===== src/rtl/gcs_pkg.sv =====
package gcs_pkg;

    localparam int BYTE_W = 8;
    localparam int CNT_W  = $clog2(BYTE_W);

    localparam logic [BYTE_W-1:0] GC_ADDR = '0;

    // status codes
    localparam logic [7:0] ST_GC_ACK  = 8'h70;
    localparam logic [7:0] ST_GC_ARB  = 8'h78;
    localparam logic [7:0] ST_DAT_ACK = 8'h90;
    localparam logic [7:0] ST_DAT_NAK = 8'h98;
    localparam logic [7:0] ST_END     = 8'hA0;
    localparam logic [7:0] ST_NONE    = 8'hF8;

    // register offsets and control bit positions
    localparam logic [1:0] RA_CTRL = 2'd0;
    localparam logic [1:0] RA_STAT = 2'd1;
    localparam logic [1:0] RA_DATA = 2'd2;
    localparam int CB_GC  = 0;
    localparam int CB_AA  = 2;
    localparam int CB_SI  = 3;
    localparam int CB_STO = 4;
    localparam int CB_STA = 5;

    typedef enum logic [2:0] {
        PH_IDLE, PH_ADDR, PH_AACK, PH_DATA, PH_DACK, PH_SKIP
    } phase_e;

    typedef struct packed {
        phase_e            phase;
        logic [CNT_W-1:0]  cnt;
        logic [BYTE_W-1:0] shreg;
        logic [BYTE_W-1:0] dat;
        logic [7:0]        stat;
        logic              si;
        logic              aa;
        logic              gc;
        logic              sta;
        logic              hold_m;
        logic              busy;
        logic              ack_drv;
        logic              seen9;
        logic              ack_ok;
        logic              arb;
    } eng_t;

    localparam eng_t ENG_RST = '{
        phase: PH_IDLE, cnt: '0, shreg: '0, dat: '0, stat: ST_NONE,
        si: 1'b0, aa: 1'b0, gc: 1'b0, sta: 1'b0, hold_m: 1'b0,
        busy: 1'b0, ack_drv: 1'b0, seen9: 1'b0, ack_ok: 1'b0, arb: 1'b0
    };

endpackage


===== src/rtl/gcs_sync.sv =====
module gcs_sync #(
    parameter int WIDTH  = 2,
    parameter int STAGES = 2
) (
    input  logic             clk,
    input  logic             rst_n,
    input  logic [WIDTH-1:0] d_i,
    output logic [WIDTH-1:0] q_o
);
    logic [WIDTH-1:0] chain_q [STAGES];

    for (genvar s = 0; s < STAGES; s++) begin : g_stage
        if (s == 0) begin : g_first
            always_ff @(posedge clk or negedge rst_n) begin
                if (!rst_n) chain_q[s] <= '1;
                else        chain_q[s] <= d_i;
            end
        end else begin : g_next
            always_ff @(posedge clk or negedge rst_n) begin
                if (!rst_n) chain_q[s] <= '1;
                else        chain_q[s] <= chain_q[s-1];
            end
        end
    end

    assign q_o = chain_q[STAGES-1];
endmodule


===== src/rtl/gcs_cond.sv =====
module gcs_cond (
    input  logic clk,
    input  logic rst_n,
    input  logic scl_s_i,
    input  logic sda_s_i,
    output logic scl_rise_o,
    output logic scl_fall_o,
    output logic start_o,
    output logic stop_o
);
    logic scl_p_q, sda_p_q;

    always_ff @(posedge clk or negedge rst_n) begin
        if (!rst_n) begin
            scl_p_q <= 1'b1;
            sda_p_q <= 1'b1;
        end else begin
            scl_p_q <= scl_s_i;
            sda_p_q <= sda_s_i;
        end
    end

    assign scl_rise_o = scl_s_i & ~scl_p_q;
    assign scl_fall_o = ~scl_s_i & scl_p_q;
    // SDA edges only count while SCL stays high
    assign start_o    = scl_s_i & scl_p_q & sda_p_q & ~sda_s_i;
    assign stop_o     = scl_s_i & scl_p_q & ~sda_p_q & sda_s_i;
endmodule


===== src/rtl/i2c_gc_rx.sv =====
module i2c_gc_rx
    import gcs_pkg::*;
#(
    parameter int SYNC_STAGES = 2
) (
    input  logic       clk,
    input  logic       rst_n,
    input  logic       scl_i,
    input  logic       sda_i,
    output logic       scl_oe_o,
    output logic       sda_oe_o,
    input  logic       reg_we_i,
    input  logic [1:0] reg_addr_i,
    input  logic [7:0] reg_wdata_i,
    output logic [7:0] reg_rdata_o,
    output logic       irq_o,
    input  logic       arb_lost_i,
    output logic       start_o
);
    logic [1:0] raw_w, syn_w;
    logic       scl_rise, scl_fall, start_det, stop_det;

    assign raw_w = {scl_i, sda_i};

    gcs_sync #(.WIDTH(2), .STAGES(SYNC_STAGES)) u_sync (
        .clk   (clk),
        .rst_n (rst_n),
        .d_i   (raw_w),
        .q_o   (syn_w)
    );

    gcs_cond u_cond (
        .clk        (clk),
        .rst_n      (rst_n),
        .scl_s_i    (syn_w[1]),
        .sda_s_i    (syn_w[0]),
        .scl_rise_o (scl_rise),
        .scl_fall_o (scl_fall),
        .start_o    (start_det),
        .stop_o     (stop_det)
    );

    eng_t q, d;

    logic              addressed;
    logic              byte_done;
    logic [BYTE_W-1:0] next_byte;
    logic              unused_wbits;

    assign addressed    = (q.phase == PH_DATA) || (q.phase == PH_DACK);
    assign byte_done    = (q.cnt == CNT_W'(BYTE_W - 1));
    assign next_byte    = {q.shreg[BYTE_W-2:0], syn_w[0]};
    assign unused_wbits = ^{reg_wdata_i[7:6], reg_wdata_i[1]};

    always_comb begin
        d = q;

        // firmware writes
        if (reg_we_i && reg_addr_i == RA_CTRL) begin
            d.gc  = reg_wdata_i[CB_GC];
            d.aa  = reg_wdata_i[CB_AA];
            d.sta = reg_wdata_i[CB_STA];
            if (!reg_wdata_i[CB_SI]) begin
                d.si   = 1'b0;
                d.stat = ST_NONE;
            end
            if (reg_wdata_i[CB_STO]) d.hold_m = 1'b0;
        end
        if (arb_lost_i) d.arb = 1'b1;

        // pending START once the bus is free and no event is open
        if (q.sta && !q.busy && !q.si && !q.hold_m) begin
            d.hold_m = 1'b1;
            d.sta    = 1'b0;
        end

        // bus events; a hardware flag set wins over a same-cycle clear
        if (stop_det) begin
            d.busy    = 1'b0;
            d.phase   = PH_IDLE;
            d.ack_drv = 1'b0;
            if (addressed) begin
                d.si   = 1'b1;
                d.stat = ST_END;
            end
        end else if (start_det) begin
            d.busy    = 1'b1;
            d.phase   = PH_ADDR;
            d.cnt     = '0;
            d.ack_drv = 1'b0;
            if (addressed) begin
                d.si   = 1'b1;
                d.stat = ST_END;
            end
        end else if (scl_rise) begin
            unique case (q.phase)
                PH_ADDR: begin
                    d.shreg = next_byte;
                    d.cnt   = q.cnt + 1'b1;
                    if (byte_done) begin
                        d.seen9 = 1'b0;
                        if (next_byte == GC_ADDR && q.gc && q.aa) begin
                            d.phase  = PH_AACK;
                            d.ack_ok = 1'b1;
                        end else begin
                            d.phase = PH_SKIP;
                        end
                    end
                end
                PH_DATA: begin
                    d.shreg = next_byte;
                    d.cnt   = q.cnt + 1'b1;
                    if (byte_done) begin
                        d.phase  = PH_DACK;
                        d.ack_ok = q.aa;
                        d.seen9  = 1'b0;
                    end
                end
                PH_AACK, PH_DACK: d.seen9 = 1'b1;
                default: ;
            endcase
        end else if (scl_fall) begin
            unique case (q.phase)
                PH_AACK: begin
                    if (q.seen9) begin
                        d.ack_drv = 1'b0;
                        d.si      = 1'b1;
                        d.stat    = q.arb ? ST_GC_ARB : ST_GC_ACK;
                        d.arb     = 1'b0;
                        d.phase   = PH_DATA;
                        d.cnt     = '0;
                    end else begin
                        d.ack_drv = 1'b1;
                    end
                end
                PH_DACK: begin
                    if (q.seen9) begin
                        d.ack_drv = 1'b0;
                        d.si      = 1'b1;
                        d.dat     = q.shreg;
                        d.cnt     = '0;
                        if (q.ack_ok) begin
                            d.stat  = ST_DAT_ACK;
                            d.phase = PH_DATA;
                        end else begin
                            d.stat  = ST_DAT_NAK;
                            d.phase = PH_SKIP;
                        end
                    end else begin
                        d.ack_drv = q.ack_ok;
                    end
                end
                default: ;
            endcase
        end
    end

    always_ff @(posedge clk or negedge rst_n) begin
        if (!rst_n) q <= ENG_RST;
        else        q <= d;
    end

    assign scl_oe_o = q.si;
    assign sda_oe_o = q.ack_drv | q.hold_m;
    assign irq_o    = q.si;
    assign start_o  = q.hold_m;

    always_comb begin
        unique case (reg_addr_i)
            RA_CTRL: reg_rdata_o = {2'b00, q.sta, 1'b0, q.si, q.aa, 1'b0, q.gc};
            RA_STAT: reg_rdata_o = q.stat;
            RA_DATA: reg_rdata_o = q.dat;
            default: reg_rdata_o = 8'h00;
        endcase
    end
endmodule


===== config.mk =====
export PLATFORM = sky130hd
export DESIGN_NAME = i2c_gc_rx
export DESIGN_NICKNAME = d
export VERILOG_FILES = /design/src/rtl/gcs_pkg.sv /design/src/rtl/gcs_sync.sv /design/src/rtl/gcs_cond.sv /design/src/rtl/i2c_gc_rx.sv
export SDC_FILE = /design/constraint.sdc
export NUM_CORES = 1
export LEC_CHECK = 0
export ABC_CLOCK_PERIOD_IN_PS = 3030
export CAP_MARGIN = 20
export CORE_ASPECT_RATIO = 1.75
export CORE_MARGIN = 2
export CORE_UTILIZATION = 55
export CTS_CLUSTER_SIZE = 30
export DETAILED_ROUTE_END_ITERATION = 8
export PLACE_DENSITY = 0.8
export SYNTH_ARGS = -nofsm -noshare
export SYNTH_HDL_FRONTEND = slang
export SYNTH_HIERARCHICAL = 1
export SYNTH_SLANG_ARGS = --single-unit

===== constraint.sdc =====
create_clock -name clk -period 3.03 [get_ports clk]
set_clock_uncertainty 0.1 [all_clocks]
set_input_delay 0.7575 -clock clk [delete_from_list [all_inputs] [get_ports clk]]
set_output_delay 0.7575 -clock clk [all_outputs]
set_load 0.03 [all_outputs]

Word level (Yosys, flattened, before mapping):

Cells that the tools add are included.

* flip-flop bits (word level): 46
* logic and storage cells: 133
* bits of input ports: 16
* output and inout port bits: 12

* reduce and logical (&&, ||, !) cells: 32
* eq/ne operators: 19
* bitwise gates (word level): 15
* $add $sub $neg: 1
* multiplexer cells: 47

Operators with widths (count)
* $mux 9: 8
* $mux 6: 5
* $pmux 14 s2: 1
* $pmux 8 s3: 1
* $ne 5x5->1 const B: 4
* $pmux 9 s2: 1
* $reduce_and 6->1: 3
* $mux 1: 15
* $mux 3: 5
* $reduce_and 7->1: 2
* $mux 13: 1
* $pmux 6 s2: 1
* $reduce_bool 4->1: 3
* $reduce_bool 3->1: 3
* $logic_not 8->1: 1
* $mux 2: 4
* $mux 4: 2
* $ne 4x4->1 const B: 2
* $reduce_bool 2->1: 4
* $and 1x1->1: 7
* $not 1->1: 7
* $eq 3x2->1 const B: 2
* $eq 3x3->1 const B: 2
* $logic_and 1x1->1: 6
* 19 further kinds: 24

Longest topological paths before layout:

* word-level depth: 9
* mapped depth: 8

By module:

The synthesis kept the hierarchy.

Modules (own cells, without submodules)
* i2c_gc_rx: times used 1, cells an instance 177, area each 2026.9 sq um
* gcs_sync: times used 1, cells an instance 6, area each 120.1 sq um
* gcs_cond: times used 1, cells an instance 6, area each 85.1 sq um

Worst setup path after synthesis:

No wires, ideal clock.

* path kind: input -> output
* start: in reg_addr_i[0]
* end: out reg_rdata_o[3]
* cell stages on the path: 3
* arrival time: 1729 ps
* data required time: 2173 ps
* slack: 444 ps
* cells stage by stage: buf_2 > mux2i_1 > o21ai_0

* cells in the longest elaborated chain, start to end: 2
* elaborated cells between the ends (all ways): 4
* classes of those cells: eq/ne (2); mux (1); reduce/logical (1)

RTL lines
* from (decl): RTL line i2c_gc_rx.sv:13 `input logic [1:0] reg_addr_i,`
* $eq 2x2->1, or another cell as far along: RTL line i2c_gc_rx.sv:169 `unique case (reg_addr_i)`
* $pmux 8 s3 *: RTL line i2c_gc_rx.sv:169
* to (decl): RTL line i2c_gc_rx.sv:15 `output logic [7:0] reg_rdata_o,`

Mark *: on every way between the ends. The rest lies on a longest branch, timed or not.

Worst setup path in the final report:

* start: in reg_addr_i[0]
* end: out reg_rdata_o[6]

The elaborated chain is that of the path after synthesis.

==> summary.md <==
| Metric | Value |
|---|---|
| Asr flop ratio synth | 1.00 |
| Post-synthesis cell count | 189 |
| Die H | 88.3 um |
| # fillers | 321 |
| Syn nets | 207 |
| Final Hold Viols | 0 |
| Iteration-0 DRC Markers | 76 |
| Fmax | 0.342 GHz |
| Top FF cell, synth | dfrtp_1 |
| Register area share after synthesis | 0.522 |
| Critical path buffer and inverter count | 2 |
| Hold Path Class | reg2reg |
| Total CTS buffers | 5 |
| CTS Buffer Depth | 2 |
| First-pass GRT wire length | 7600 um |
| Initial antenna violation count | 0 |
| Worst slew margin | 0.352 |
| Clock slew at reported path FFs | 0.09 ns |
| Layout cells sized above 1 | 0.277 |
| Fin crit share | 0.964 |
| DP Cell Count | 253 |
| Clock Sinks | 46 |
| Mean post-synth cell area | 11.8 um^2 |
| Core area | 3900 um^2 |
| Worst-Skew Late Latency | 0.30 ns |
| DRT Wirelength | 4640 um |
| DP Area | 2460 um^2 |
| Setup Crit Path Kind | in2out |
| DRT Pass-1 Iters | 4 |
| Critical-path cell list | clkdlybuf4s50_1 -> nor2b_1 -> a22o_1 -> buf_4 |
| Nets | 230 |
| Synth warnings | 6 |
| Post-synthesis instance area | 2230 um^2 |
| Initial Utilization | 0.572 |
| Crit path capture type | primary output |
| Routed vias | 1570 |
| CP Max Fanout | 5 |
| Hold WS | 0.259 ns |
| # setup viols final | 0 |
| Vias in the first global route | 1613 |
| Synthesis-stage register bit count | 46 |
| EDFF count, synth | 0 |
| Layout area overhead | 14.5% |
| Max-slew violations | 0 |
| Post-route ant nets | 0 |
| Vias per Instance | 6.02 |
| # rows | 30 |
| Tot GR Track Use | 0.227 |
| Max-cap violations | 0 |
| CTS tree | built |
| Status | completed |
| H-tree depth | 2 |
| Die Width | 52.2 um |
| Setup Fix Bufs, Post-CTS | 0 |
| PD cells | 593 nW/um^2 |
| Root buffer cell | clkbuf_8 |
| Cell area after layout | 2550 um^2 |
| Total negative slack | 0 ns |
| RSZ-0062 raised after global routing | false |
| Layout Cells excl Fill | 261 |
| Leak pwr | 1.15 nW |
| I/O pin total | 28 |
| Worst slew pin tran | 0.972 ns |
| Final HPWL from detailed placement | 3370 um |
| Critical Path Source Type | primary input |
| Cell variety after synth | 51 |
| Slowest stage delay, CP | 0.61 ns |
| Diode count | 0 |
| Port bufs | 24 |
| Pin count of the biggest net entering global routing | 47 |
| Max IR drop VDD | 0.518 mV |
| Cell family with most CP delay | buffers and inverters |
| Die area | 4600 um^2 |
| Total grt overflow | 0 |
| Residual DRC | 0 |
| CP Data Required Time | 2.17 ns |
| WP data arrival | 2.06 ns |
| Routability cong. | 0.939 |
| Routed WL per cell | 17.8 um |
| Fin crit period | 2.92 ns |
| Slowest cell on crit path | clkdlybuf4s50_1 |
[cells by family (layout without fill, tap and decap cells)]
kind of cell	after synthesis	after routing	share of synthesized area
AO/OA/AOI/OAI	35	35	0.114
adder cells (fa/ha/maj)	2	2	0.0112
buffers and inverters	19	43	0.0471
flip-flops	46	46	0.522
XOR/XNOR	1	1	0.00392
multiplexers	25	25	0.136
AND/OR/NAND/NOR	61	61	0.166
[worst paths after layout]
kind	from	to	slack (ns)	cells after the start
min in group asynchronous	rst_n	irq_o	0.52	1
setup reg to reg	u_sync/q_o[0]	q[18]	0.61	4
hold reg to reg	u_sync/chain_q[2]	u_sync/q_o[0]	0.26	0
hold / removal	u_sync/chain_q[2]	u_sync/q_o[0]	0.26	0
max in group asynchronous	rst_n	next_byte[1]	1.72	1
setup / recovery	reg_addr_i[0]	reg_rdata_o[6]	0.11	4
[per-stage QoR]
step,worst slack [ns],total power [mW],utilization
after CTS,0.0223,1.53,0.654
final,0.110,1.52,0.654
after floorplan,0.444,1.02,-
after global routing,0.0396,1.60,0.654
after global placement,0.0915,1.13,0.631
after detailed placement,0.0300,1.16,0.631
[what timing repair did]
item | in CTS | in global routing
resized for setup | 0 | 1
hold buffers | 0 | 0
setup endpoints to repair | 0 | 8
hold endpoints to repair | 0 | 0
[placed cells by master, fill, tap and decap left out, drive strengths merged, types with 4 or more instances in the layout]
master / count
nor2: 12
nor3: 4
a22o: 6
buf: 14
mux2: 19
inv: 6
nor2b: 6
dfrtp: 35
clkdlybuf4s50: 15
o21ai: 8
dfstp: 11
nand2: 10
mux2i: 6
clkbuf: 5
[sequential cells by signal, summed over array words and instances, names as in the netlist]
signal          flops
u_sync/chain_q      2
q                  31
next_byte           7
u_cond/scl_p_q      1
u_sync/q_o          2
start_o             1
u_cond/sda_p_q      1
irq_o               1
[per-layer routing]
layer / vias up / GRT usage / routed length (um)
met5: - / 0 / 0
met2: 50 / 0.421 / 2590
li1: 730 / - / -
met4: 0 / 0.105 / 130
met3: 13 / 0.0439 / 183
met1: 777 / 0.239 / 1730
[cell type report]
type	count	area (um^2)	share of cell area
Inverter	6	22.5	0.00881
Tap cell	48	60.1	0.0235
Clock inverter	3	21.3	0.00833
Sequential cell	46	1160	0.456
Timing Repair Buffer	29	253	0.0989
Multi-Input combinational cell	124	965	0.378
Clock buffer	5	68.8	0.0269
[power breakdown]
group	leakage, nW	switching [mW]	total (mW)	internal [mW]
Combinational	0.528	0.163	0.328	0.165
Sequential	0.575	0.102	0.817	0.715
Clock	0.0441	0.208	0.370	0.162
[cell usage after synthesis (all sizes together), types with 4 or more instances]
| master | instances | area (um^2) |
|---|---|---|
| clkbuf | 4 | 15.0 |
| mux2 | 19 | 244 |
| a22o | 6 | 52.6 |
| o21ai | 8 | 40.0 |
| nor3 | 4 | 20.0 |
| mux2i | 6 | 60.1 |
| inv | 6 | 22.5 |
| nor2 | 12 | 45.0 |
| nor2b | 6 | 37.5 |
| dfrtp | 35 | 876 |
| buf | 9 | 67.6 |
| dfstp | 11 | 289 |
| nand2 | 10 | 37.5 |
No activity file was read; power rests on OpenSTA's default activity.
